$ cat src/rtl/rx_rate_pkg.sv
`timescale 1ns/1ps
package rx_rate_pkg;
  typedef logic [2:0] div_t;

  typedef enum logic [1:0] {
    SEL_STATIC = 2'b00,
    SEL_DIV4   = 2'b01,
    SEL_DIV2   = 2'b10,
    SEL_DIV1   = 2'b11
  } rate_sel_e;

  function automatic div_t sel_to_div(input logic [1:0] sel, input int unsigned static_div);
    unique case (rate_sel_e'(sel))
      SEL_DIV4: return div_t'(4);
      SEL_DIV2: return div_t'(2);
      SEL_DIV1: return div_t'(1);
      default:  return div_t'(static_div);
    endcase
  endfunction
endpackage

$ cat src/rtl/rx_rate_decode.sv
`timescale 1ns/1ps
module rx_rate_decode
  import rx_rate_pkg::*;
#(
  parameter int unsigned STATIC_DIV = 2
) (
  input  logic [1:0] sel_i,
  output div_t       div_o
);
  always_comb div_o = sel_to_div(sel_i, STATIC_DIV);
endmodule

$ cat src/rtl/rx_rate_edge.sv
`timescale 1ns/1ps
module rx_rate_edge #(
  parameter int unsigned SEL_W = 2
) (
  input  logic             clk_i,
  input  logic             rst_ni,
  input  logic [SEL_W-1:0] sel_i,
  output logic [SEL_W-1:0] sel_o,
  output logic             init_o,
  output logic             change_o
);
  logic [SEL_W-1:0] sel_q;
  logic             init_q;

  // first edge after reset only samples, never reports a change
  always_ff @(posedge clk_i or negedge rst_ni) begin
    if (!rst_ni) begin
      sel_q  <= '0;
      init_q <= 1'b1;
    end else begin
      sel_q  <= sel_i;
      init_q <= 1'b0;
    end
  end

  assign sel_o    = sel_q;
  assign init_o   = init_q;
  assign change_o = !init_q && (sel_i != sel_q);
endmodule

$ cat src/rtl/rx_rate_timer.sv
`timescale 1ns/1ps
module rx_rate_timer #(
  parameter int unsigned XFER_CYCLES = 24,
  localparam int unsigned CNT_W = $clog2(XFER_CYCLES + 1)
) (
  input  logic clk_i,
  input  logic rst_ni,
  input  logic start_i,
  output logic busy_o,
  output logic fire_o
);
  logic [CNT_W-1:0] cnt_q;
  logic             busy_q;

  // restart wins over expiry in the same cycle
  assign fire_o = busy_q && !start_i && (cnt_q == CNT_W'(1));
  assign busy_o = busy_q;

  always_ff @(posedge clk_i or negedge rst_ni) begin
    if (!rst_ni) begin
      cnt_q  <= '0;
      busy_q <= 1'b0;
    end else if (start_i) begin
      cnt_q  <= CNT_W'(XFER_CYCLES);
      busy_q <= 1'b1;
    end else if (busy_q) begin
      if (cnt_q == CNT_W'(1)) busy_q <= 1'b0;
      else                    cnt_q  <= cnt_q - CNT_W'(1);
    end
  end
endmodule

$ cat src/rtl/rx_rate_ctrl.sv
`timescale 1ns/1ps
module rx_rate_ctrl
  import rx_rate_pkg::*;
#(
  parameter int unsigned STATIC_DIV  = 2,
  parameter int unsigned XFER_CYCLES = 24,
  parameter bit          BUF_RST_EN  = 1'b1,
  localparam int unsigned SEL_W = 2,
  localparam int unsigned DIV_W = $bits(div_t)
) (
  input  logic             clk_i,
  input  logic             rst_ni,
  input  logic [SEL_W-1:0] rate_sel_i,
  output logic [DIV_W-1:0] div_o,
  output logic             done_o,
  output logic             status_o,
  output logic             buf_rst_o
);
  logic [SEL_W-1:0] held_sel;
  logic             init, change, busy, fire;
  div_t             live_div, held_div, div_q;
  logic             done_q, status_q;

  rx_rate_edge #(.SEL_W(SEL_W)) i_edge (
    .clk_i   (clk_i),
    .rst_ni  (rst_ni),
    .sel_i   (rate_sel_i),
    .sel_o   (held_sel),
    .init_o  (init),
    .change_o(change)
  );

  rx_rate_timer #(.XFER_CYCLES(XFER_CYCLES)) i_timer (
    .clk_i  (clk_i),
    .rst_ni (rst_ni),
    .start_i(change),
    .busy_o (busy),
    .fire_o (fire)
  );

  rx_rate_decode #(.STATIC_DIV(STATIC_DIV)) i_dec_live (
    .sel_i(rate_sel_i),
    .div_o(live_div)
  );

  rx_rate_decode #(.STATIC_DIV(STATIC_DIV)) i_dec_held (
    .sel_i(held_sel),
    .div_o(held_div)
  );

  always_ff @(posedge clk_i or negedge rst_ni) begin
    if (!rst_ni) begin
      div_q    <= div_t'(1);
      done_q   <= 1'b0;
      status_q <= 1'b0;
    end else begin
      done_q   <= fire;
      status_q <= fire;
      if (init)      div_q <= live_div;
      else if (fire) div_q <= held_div;
    end
  end

  // until the first edge after reset the divider follows the select directly
  assign div_o    = init ? live_div : div_q;
  assign done_o   = done_q;
  assign status_o = status_q;

  if (BUF_RST_EN) begin : g_buf_rst
    assign buf_rst_o = busy | done_q;
  end else begin : g_no_buf_rst
    assign buf_rst_o = 1'b0;
  end
endmodule

$ cat config.mk
export PLATFORM = sky130hd
export DESIGN_NAME = rx_rate_ctrl
export DESIGN_NICKNAME = d
export VERILOG_FILES = /design/src/rtl/rx_rate_pkg.sv /design/src/rtl/rx_rate_decode.sv /design/src/rtl/rx_rate_edge.sv /design/src/rtl/rx_rate_timer.sv /design/src/rtl/rx_rate_ctrl.sv
export SDC_FILE = /design/constraint.sdc
export NUM_CORES = 1
export LEC_CHECK = 0
export BUFFER_PORTS_ARGS = -buffer_cell sky130_fd_sc_hd__buf_2
export CORE_MARGIN = 4
export CORE_UTILIZATION = 40
export DETAILED_ROUTE_END_ITERATION = 16
export HOLD_SLACK_MARGIN = 0.05
export PLACE_DENSITY = 0.67
export SLEW_MARGIN = 20
export SYNTH_ARGS = -nofsm -noshare
export SYNTH_HDL_FRONTEND = slang
export SYNTH_HIERARCHICAL = 1
export SYNTH_SLANG_ARGS = --single-unit
$ cat constraint.sdc
create_clock -name clk_i -period 2.1 [get_ports clk_i]
set_clock_uncertainty 0.15 [all_clocks]
set_input_delay 0.315 -clock clk_i [delete_from_list [all_inputs] [get_ports clk_i]]
set_output_delay 0.315 -clock clk_i [all_outputs]
set_load 0.01 [all_outputs]
==> summary.txt, run 1 <==
STA
  – Peak Freq: 512 MHz
  – Max Slew Vio Count: 0
  – Sum of negative setup slack: 0 ns
  – Final Hold Violating Endpoints: 0
  – Final critical-path required period: a little under 2 ns
  – Fin Hold WS: about 0.061 ns
  – Final number of setup-violating endpoints: 0
  – Share of the clock period used by the worst path after layout: between 90% and 100%
  – Setup repair after global routing missed its margin: false
  – Final critical-path setup slack: 0.147 ns

Logic synthesis
  – Sequential fraction of the synthesis area: approximately half
  – Number of instances in the synthesized netlist: 65
  – Main synth FF type: dfrtp_1
  – Share of synthesized flip-flops with an asynchronous set or reset: 100%
  – Count of flip-flops with a built-in enable after synthesis: 0
  – Mapped Area: around 670 um2
  – Warning count from the yosys run: 6
  – Average cell area after synthesis: around 10 um2
  – Register bit total from synthesis: 13
  – Synthesized netlist net count: 71
  – Number of distinct standard cells referenced by the synthesized netlist: 27

Layout
  – Fraction of layout cells with a size suffix above 1: 36.1%
  – Area growth from synthesis to final layout: 21.2%
  – Diodes inserted: 0
  – Fillers: 140
  – Finished layout cell area: approximately 810 um2
  – Net count of the finished layout: 90

CTS
  – Number of clock sinks: 13
  – Num CTS Buffers: 3
  – Clk_lat worst skew: roughly 0.27 ns
  – Clock tree from TritonCTS: done
  – H-tree Lvls: 1
  – Clock Pin Slew Worst Setup and Hold Paths: around 0.080 ns
  – Buffer cell driving the clock tree root: clkbuf_4
  – Maximum clock path buffer count: 2

Drt
  – Routed Antenna Nets: 0
  – Post-detailed-route via-to-cell ratio: slightly below 5
  – Initial DRC count: 3
  – Total wire length: 1.14 mm
  – Vias post-DR: 485
  – Average wire length per cell after detail routing: 11.5 um
  – First-pass detailed-route iteration total: 2
  – Number of design rule violations left after detail routing: 0

GRT
  – Antenna violations before repair: 0
  – Wire length of the first global-routing pass: 2.06 mm
  – Aggregate global routing overflow: 0
  – Global-route usage over all layers: a little over a tenth
  – Maximum number of pins on one net before global-route repair: 14
  – Via count of the first global-routing pass: 480

Setup path
  – Startpoint of the most critical register-to-register path: i_timer/cnt_q[1]$_DFFE_PN0P_
  – Critical path endpoint category: output pin
  – Slack of the worst reg-to-reg path: approximately 0.15 ns
  – Worst setup endpoint: div_o[2]
  – Worst Setup Path Type: input pin to output pin
  – Arrival time of data at the critical path endpoint: 1.49 ns
  – Depth of the most critical reg-to-reg path: 7
  – CP Max Fanout: 4
  – Startpoint kind of the worst setup timing path: input pin
  – Worst Path Required: 1.63 ns
  – Reg2Reg Capture Point: div_q[1]$_DFFE_PN0P_
  – Start point of the critical path: rate_sel_i[1]

Floorplan
  – Number of rows created at floorplan: 14
  – Vert. Die Dim: around 49 um
  – Core area: 0.00154 mm2
  – Number of top-level pins: 10
  – Initial cell density of the core: between 40% and 50%
  – Die area: 0.00238 mm2
  – Die Width: just under 50 um

Hold path
  – HP Class: input pin to register
  – Worst hold path stage count: 1

Placed design
  – Placer's final routability congestion estimate: around 0.73
  – Half-perimeter wire length of the detailed placement result: 836 um
  – Placement-stage cell area: around 750 um2
  – Total of buffers placed on input and output ports: 9
  – Placement Setup Slack: around 0.16 ns

Run
  – Max cap viols: 0

Pwr
  – Worst voltage drop across the vdd grid: approximately 0.00032 V
  – Total power density per cell area: roughly 870 mW/mm2
  – Leakage dissipation: ~0.00037 uW

Run status
  – Result of the run: completed
-- worst max-delay path, stage by stage --
cell,delay (ns)
dlygate4sd3_1,0.53
buf_2,0.14
and2b_2,0.20
nand2_1,0.06
o21ai_0,0.08
buf_2,0.16
-- cell usage after synthesis, drive strengths merged (2+ instances only) --
master / n / area, um2
and2b: 2 / 17.5
dfstp: 2 / 52.6
and2: 3 / 23.8
o21ai: 7 / 35.0
ha: 2 / 25.0
nand2: 6 / 22.5
a21oi: 4 / 20.0
or2: 2 / 12.5
dfrtp: 11 / 275
xnor2: 2 / 17.5
mux2i: 3 / 30.0
inv: 9 / 33.8
-- worst min path at each step --
stage,from,endpoint,slack [ns]
after floorplan,rst_ni,div_q[1]$_DFFE_PN0P_,-0.13
after global placement,rst_ni,i_timer/cnt_q[4]$_DFFE_PN0P_,0.06
after detailed placement,rst_ni,i_timer/cnt_q[4]$_DFFE_PN0P_,0.07
after CTS,rate_sel_i[0],i_edge/sel_o[0]$_DFF_PN0_,0.05
after global routing,rate_sel_i[0],i_edge/sel_o[0]$_DFF_PN0_,0.06
final,rate_sel_i[0],i_edge/sel_o[0]$_DFF_PN0_,0.06
-- cell families after synthesis --
| kind of cell | synth area share, % |
|---|---|
| and+or+nand+nor | 20.8 |
| AOI/OAI and AO/OA | 12.4 |
| DFF | 49.2 |
| buffers and inverters | 6.19 |
| muxes | 4.50 |
| adders and majority gates | 3.75 |
| xor gates and xnor gates | 2.63 |
| other | 0.562 |
-- sequential cells by signal, indices dropped and copies added, names as in the netlist --
signal          count
div_q               3
status_o            1
i_edge/init_o       1
i_timer/busy_o      1
i_edge/sel_o        2
i_timer/cnt_q       5
-- through the flow --
stage               util [%]  total power, uW  instances
floorplan                  -              484         65
global placement        48.8              530         92
detailed placement      48.8              536         92
CTS                     51.8              695         98
global route            52.4              767         99
finish                  52.4              703         99
-- metal layers --
metal  vias up  track usage (%)  share of wire (%)
met4         0             8.07                1.8
met1       223             14.9                 51
met5         -                0                  0
li1        254                -                  -
met2         6             15.4                 45
met3         2             1.22                2.5
-- cells in the final DEF (no fill, tap or decap), drive strengths merged --
master and instances:
a211oi 1, a21oi 4, and2 3, and2b 2, buf 13, clkbuf 4, conb 1, dfrtp 11
dfstp 2, dlygate4sd3 2, ha 2, inv 9, mux2i 3, nand2 6, nand3 1, nand4 1
nor3b 1, nor4b 1, o211ai 1, o21ai 7, o31ai 1, or2 2, or3b 1, or4b 1
or4bb 1, xnor2 2
-- power breakdown --
part	switching [uW]	leakage, uW	internal (uW)
clock network	77.3	0.0000150	73.4
logic	94.5	0.000208	108
registers	47.5	0.000150	301
total	219	0.000373	483
-- what timing repair did --
item | 4_1_cts | 5_1_grt
hold endpoints to repair | 14 | 0
gates resized for setup | 0 | 1
setup buffers | 0 | 1
setup endpoints to repair | 0 | 2
hold buffers | 2 | 0
-- final cells by class --
cell class | count | area, um2 | area share [%]
repair buffers | 15 | 95.1 | 11.8
clock buffers | 4 | 26.3 | 3.25
inverters | 9 | 33.8 | 4.18
multi-input cells | 42 | 305 | 37.8
flip-flops and latches | 13 | 328 | 40.6
well taps | 16 | 20.0 | 2.48
No activity file was read; power rests on OpenSTA's default activity.
==> run 2: changes to the inputs <==
--- a/config.mk
+++ b/config.mk
@@ -8,6 +8,7 @@
 export BUFFER_PORTS_ARGS = -buffer_cell sky130_fd_sc_hd__buf_2
 export CORE_MARGIN = 4
 export CORE_UTILIZATION = 40
+export CTS_BUF_LIST = sky130_fd_sc_hd__clkbuf_2 sky130_fd_sc_hd__clkbuf_4 sky130_fd_sc_hd__clkbuf_8
 export DETAILED_ROUTE_END_ITERATION = 16
 export HOLD_SLACK_MARGIN = 0.05
 export PLACE_DENSITY = 0.67
==> run 2 against run 1 <==
  * Hold slack better by 0.0035 ns
  * Final area grew 0.46%
  * Flip-flop and latch count unchanged
  * Non-clock buffer count unchanged
  * Utilization is 0.24 points higher
  * Critical path type unchanged
==> summary.txt, run 2 (synthesized netlist as in run 1, its figures left out) <==
Layout
  – Fraction of layout cells with a size suffix above 1: 37.3% (+1.2 points)
  – Largest register FFs: 5 (unchanged)
  – Area growth from synthesis to final layout: 21.8%
  – Top library cells by usage in the layout, fill and taps aside: 11 x dfrtp_1, 9 x inv_1, 9 x buf_2
  – Most frequent standard cell in the layout excluding fill and tap cells: dfrtp_1
  – Diodes inserted: 0 (unchanged)
  – Register with the highest flop count: i_timer/cnt_q
  – Net count of the finished layout: 90 (unchanged)
  – Fillers: 139 (-0.71%)
  – Final design utilization: 52.7% (+0.24 points)
  – Finished layout cell area: 812 um2 (+0.46%)

Drt
  – Routed Antenna Nets: 0 (unchanged)
  – Average wire length per cell after detail routing: 11.4 um (-1.2%)
  – Total wire length: 1.13 mm (-1.2%)
  – First-pass detailed-route iteration total: 3 (+1)
  – Vias post-DR: 482 (-0.62%)
  – Post-detailed-route via-to-cell ratio: 4.87 (-0.62%)
  – Initial DRC count: 4 (+1)
  – Number of design rule violations left after detail routing: 0 (unchanged)

Run status
  – Result of the run: completed

Floorplan
  – Die Width: 48.8 um (unchanged)
  – Number of top-level pins: 10 (unchanged)
  – Initial cell density of the core: 43.3% (unchanged)
  – Vert. Die Dim: 48.8 um (unchanged)
  – Core area: 0.00154 mm2 (unchanged)
  – Die area: 0.00238 mm2 (unchanged)
  – Number of rows created at floorplan: 14 (unchanged)

CTS
  – Num CTS Buffers: 3 (unchanged)
  – Maximum clock path buffer count: 2 (unchanged)
  – Clk_lat worst skew: 0.27 ns (about the same)
  – Buffer cell driving the clock tree root: clkbuf_4
  – H-tree Lvls: 1 (unchanged)
  – Number of clock sinks: 13 (unchanged)
  – Clock Pin Slew Worst Setup and Hold Paths: 0.08 ns (about the same)
  – Clock tree from TritonCTS: done

Placed design
  – Placer's final routability congestion estimate: 0.732 (unchanged)
  – Half-perimeter wire length of the detailed placement result: 836 um (unchanged)
  – Placement-stage cell area: 752 um2 (unchanged)
  – Total of buffers placed on input and output ports: 9 (unchanged)

STA
  – Max Slew Vio Count: 0 (unchanged)
  – Peak Freq: 512 MHz (about the same)
  – Final Hold Violating Endpoints: 0 (unchanged)
  – Final number of setup-violating endpoints: 0 (unchanged)
  – Final critical-path required period: 1.95 ns (-0.000132 ns)
  – Share of the clock period used by the worst path after layout: 93.0% (about the same)

Setup path
  – Arrival time of data at the critical path endpoint: 1.49 ns (about the same)
  – Slack of the worst reg-to-reg path: 0.15 ns (about the same)
  – Worst Setup Path Type: input pin to output pin
  – Worst Path Required: 1.63 ns (about the same)
  – Critical path endpoint category: output pin
  – Startpoint kind of the worst setup timing path: input pin
  – CP Max Fanout: 4 (unchanged)

Pwr
  – Pwr Total: 716 uW (+2.0%)
  – Worst voltage drop across the vdd grid: 0.000325 V (+0.16%)
  – Leakage dissipation: 0.000377 uW (+0.92%)
  – Total power density per cell area: 882 mW/mm2 (+1.5%)

GRT
  – Wire length of the first global-routing pass: 2.05 mm (-0.34%)
  – Global-route usage over all layers: 10.8% (-0.063 points)
  – Aggregate global routing overflow: 0 (unchanged)
  – Antenna violations before repair: 0 (unchanged)
  – Via count of the first global-routing pass: 479 (-0.21%)
  – Maximum number of pins on one net before global-route repair: 14 (unchanged)

Run
  – Max cap viols: 0 (unchanged)

Hold path
  – HP Class: input pin to register
[run 2: cell counts in the layout (fill, tap and decap cells not counted)]
No cell type changed its count.
[run 2: worst paths after layout]
check	startpoint	end	depth (start not counted)
hold reg to reg	i_timer/cnt_q[4]$_DFFE_PN0P_	i_timer/cnt_q[4]$_DFFE_PN0P_	1
max in group asynchronous	rst_ni	i_edge/init_o$_DFF_PN1_	2
hold / removal	rate_sel_i[0]	i_edge/sel_o[0]$_DFF_PN0_	1
setup reg to reg	i_timer/cnt_q[1]$_DFFE_PN0P_	div_q[1]$_DFFE_PN0P_	7
setup / recovery	rate_sel_i[1]	div_o[2]	6
min in group asynchronous	rst_ni	i_timer/cnt_q[3]$_DFFE_PN0P_	2
[run 2: routing by layer]
metal / part of all wire, % / global-route usage, %
met1: 51 / 14.5
met2: 45 / 15.7
met3: 2.6 / 1.22
met4: 1.8 / 8.07
met5: 0 / 0
[run 2: timing repair]
item | CTS | global route
setup endpoints to repair | 0 | 2
setup buffers | 0 | 1
hold endpoints to repair | 14 | 0
gates resized for setup | 0 | 1
hold buffers | 2 | 0
[run 2: power breakdown]
| group | total, uW | internal [uW] | switching, uW |
|---|---|---|---|
| sequential | 349 | 301 | 47.6 |
| combinational | 203 | 108 | 94.4 |
| clock | 165 | 86.4 | 78.3 |
[run 2: worst max-delay path, cell delays in order]
cell	delay, ns
dlygate4sd3_1	0.53
buf_2	0.14
and2b_2	0.20
nand2_1	0.06
o21ai_0	0.08
buf_2	0.16
[run 2: layout make-up]
type / count / area [um2] / share of cell area, %
sequential: 13 / 328 / 40.4
tap: 16 / 20.0 / 2.47
multi-input combinational: 42 / 305 / 37.6
timing repair buffer: 15 / 95.1 / 11.7
inverter: 9 / 33.8 / 4.16
clock buffer: 4 / 30.0 / 3.70
[run 2: stage by stage]
stage | hold WS, ns | cells | setup slack [ns] | setup TNS (ns)
floorplan | -0.131 | 65 | 0.145 | 0
global placement | 0.0620 | 92 | 0.170 | 0
detailed placement | 0.0657 | 92 | 0.156 | 0
CTS | 0.0567 | 98 | 0.146 | 0
global route | 0.0625 | 99 | -0.00332 | -0.00539
finish | 0.0646 | 99 | 0.147 | 0
==> run 3: changes to the inputs <==
==> constraint.sdc (replaced) <==
create_clock -name clk_i -period 2.1 [get_ports clk_i]
set_clock_uncertainty 0.15 [all_clocks]
set_input_delay 0.21 -clock clk_i [delete_from_list [all_inputs] [get_ports clk_i]]
set_output_delay 0.21 -clock clk_i [all_outputs]
set_load 0.01 [all_outputs]
==> run 3 against run 2 <==
  * Sequential share of layout area decreased by 0.49 points
  * Die area unchanged
  * Critical path depth increased by 1
  * Critical path type is now register to register
==> summary.txt, run 3 (synthesized netlist as in run 1, its figures left out) <==
CTS
  – H-tree Lvls: 1 (unchanged)
  – Maximum clock path buffer count: 2 (unchanged)
  – Clock Pin Slew Worst Setup and Hold Paths: 0.08 ns (about the same)
  – Clock tree from TritonCTS: done
  – Number of clock sinks: 13 (unchanged)
  – Buffer cell driving the clock tree root: clkbuf_4
  – Clk_lat worst skew: 0.27 ns (about the same)
  – Num CTS Buffers: 3 (unchanged)

Placed design
  – Placement Setup Slack: 0.156 ns (unchanged)
  – Placer's final routability congestion estimate: 0.732 (unchanged)
  – Placement-stage cell area: 752 um2 (unchanged)
  – Total of buffers placed on input and output ports: 9 (unchanged)
  – Half-perimeter wire length of the detailed placement result: 836 um (unchanged)

STA
  – Final number of setup-violating endpoints: 0 (unchanged)
  – Max Slew Vio Count: 0 (unchanged)
  – Final Hold Violating Endpoints: 0 (unchanged)
  – Fin Hold WS: 0.198 ns (+0.133 ns)
  – Final critical-path setup slack: 0.153 ns (+0.00589 ns)
  – Share of the clock period used by the worst path after layout: 92.7% (-0.28 points)
  – Peak Freq: 514 MHz (+0.30%)
  – Final critical-path required period: 1.95 ns (-0.00589 ns)

Setup path
  – Critical path endpoint category: register
  – Slack of the worst reg-to-reg path: 0.15 ns (about the same)
  – Depth of the most critical reg-to-reg path: 7 (unchanged)
  – Startpoint kind of the worst setup timing path: register
  – Worst Setup Path Type: register to register
  – CP Max Fanout: 4 (unchanged)
  – Startpoint of the most critical register-to-register path: i_timer/cnt_q[1]$_DFFE_PN0P_
  – Reg2Reg Capture Point: div_q[1]$_DFFE_PN0P_
  – Arrival time of data at the critical path endpoint: 1.95 ns (+0.46 ns)
  – Worst Path Required: 2.11 ns (+0.48 ns)

Pwr
  – Total power density per cell area: 871 mW/mm2 (-1.3%)
  – Worst voltage drop across the vdd grid: 0.000330 V (+1.7%)
  – Leakage dissipation: 0.000381 uW (+1.1%)

GRT
  – Antenna violations before repair: 0 (unchanged)
  – Maximum number of pins on one net before global-route repair: 14 (unchanged)
  – Wire length of the first global-routing pass: 2.09 mm (+2.0%)
  – Via count of the first global-routing pass: 486 (+1.5%)
  – Global-route usage over all layers: 11.1% (+0.32 points)
  – Aggregate global routing overflow: 0 (unchanged)

Layout
  – Area growth from synthesis to final layout: 23.3%
  – Net count of the finished layout: 91 (+1.1%)
  – Sequential cell area in the final layout: 328 um2 (unchanged)
  – Fillers: 137 (-1.4%)
  – Diodes inserted: 0 (unchanged)
  – Finished layout cell area: 822 um2 (+1.2%)
  – Final design utilization: 53.3% (+0.65 points)
  – Largest register FFs: 5 (unchanged)
  – Multi-input gate area in the final layout: 305 um2 (unchanged)
  – Top library cells by usage in the layout, fill and taps aside: 11 x dfrtp_1, 9 x inv_1, 9 x buf_2
  – Fraction of layout cells with a size suffix above 1: 36.9% (-0.44 points)
  – Most frequent standard cell in the layout excluding fill and tap cells: dfrtp_1
  – Register with the highest flop count: i_timer/cnt_q

Floorplan
  – Vert. Die Dim: 48.8 um (unchanged)
  – Number of top-level pins: 10 (unchanged)
  – Initial cell density of the core: 43.3% (unchanged)
  – Die area: 0.00238 mm2 (unchanged)
  – Core area: 0.00154 mm2 (unchanged)
  – Number of rows created at floorplan: 14 (unchanged)
  – Die Width: 48.8 um (unchanged)

Drt
  – Initial DRC count: 6 (+2)
  – Total wire length: 1.14 mm (+1.4%)
  – Post-detailed-route via-to-cell ratio: 4.86 (-0.18%)
  – Average wire length per cell after detail routing: 11.4 um (+0.40%)
  – Routed Antenna Nets: 0 (unchanged)
  – Number of design rule violations left after detail routing: 0 (unchanged)
  – Vias post-DR: 486 (+0.83%)
  – First-pass detailed-route iteration total: 2 (-1)

Run
  – Max cap viols: 0 (unchanged)

Hold path
  – HP Class: input pin to async pin

Run status
  – Result of the run: completed
[run 3: worst max path at each step]
stage | startpoint | slack [ns] | end
2_1_floorplan | i_timer/cnt_q[1]$_DFFE_PN0P_ | 0.15 | div_q[1]$_DFFE_PN0P_
3_3_place_gp | i_timer/cnt_q[1]$_DFFE_PN0P_ | 0.17 | div_q[1]$_DFFE_PN0P_
3_5_place_dp | i_timer/cnt_q[1]$_DFFE_PN0P_ | 0.16 | div_q[2]$_DFFE_PN0P_
4_1_cts | i_timer/cnt_q[1]$_DFFE_PN0P_ | 0.15 | div_q[1]$_DFFE_PN0P_
5_1_grt | i_timer/cnt_q[1]$_DFFE_PN0P_ | -0.003 | div_q[1]$_DFFE_PN0P_
6_report | i_timer/cnt_q[1]$_DFFE_PN0P_ | 0.15 | div_q[1]$_DFFE_PN0P_
[run 3: per-stage QoR]
step	total power [uW]	std cells	setup TNS [ns]
CTS	708	99	0
detailed placement	536	92	0
global placement	530	92	0
global route	782	100	-0.00392
finish	716	100	0
floorplan	484	65	0
[run 3: worst max-delay path, cell delays in order (launching register included)]
cell,delay (ns)
dfrtp_1,0.40
inv_1,0.08
ha_2,0.17
or4b_4,0.46
nor3b_2,0.16
buf_4,0.15
mux2i_1,0.19
o21ai_1,0.07
[run 3: routing by layer]
layer	vias up	share of wire (%)	track usage (%)
li1	257	-	-
met1	221	50	14.5
met2	6	46	16.1
met3	2	2.5	2.14
met4	0	1.7	8.07
met5	-	0	0
[run 3: timing repair]
item | 4_1_cts | 5_1_grt
setup endpoints to repair | 0 | 2
hold endpoints to repair | 15 | 0
buffers inserted | 0 | 1
resized for setup | 0 | 1
hold buffers | 3 | 0
[run 3: where the power goes]
part           internal [uW]  switching, uW
logic                    109           94.6
registers                301           47.4
clock network           86.4           76.8
[run 3: final cells by class]
| type | count | area share [%] |
|---|---|---|
| inverter | 9 | 4.11 |
| sequential | 13 | 39.9 |
| tap | 16 | 2.44 |
| multi-input combinational | 42 | 37.1 |
| timing repair buffer | 16 | 12.8 |
| clock buffer | 4 | 3.65 |
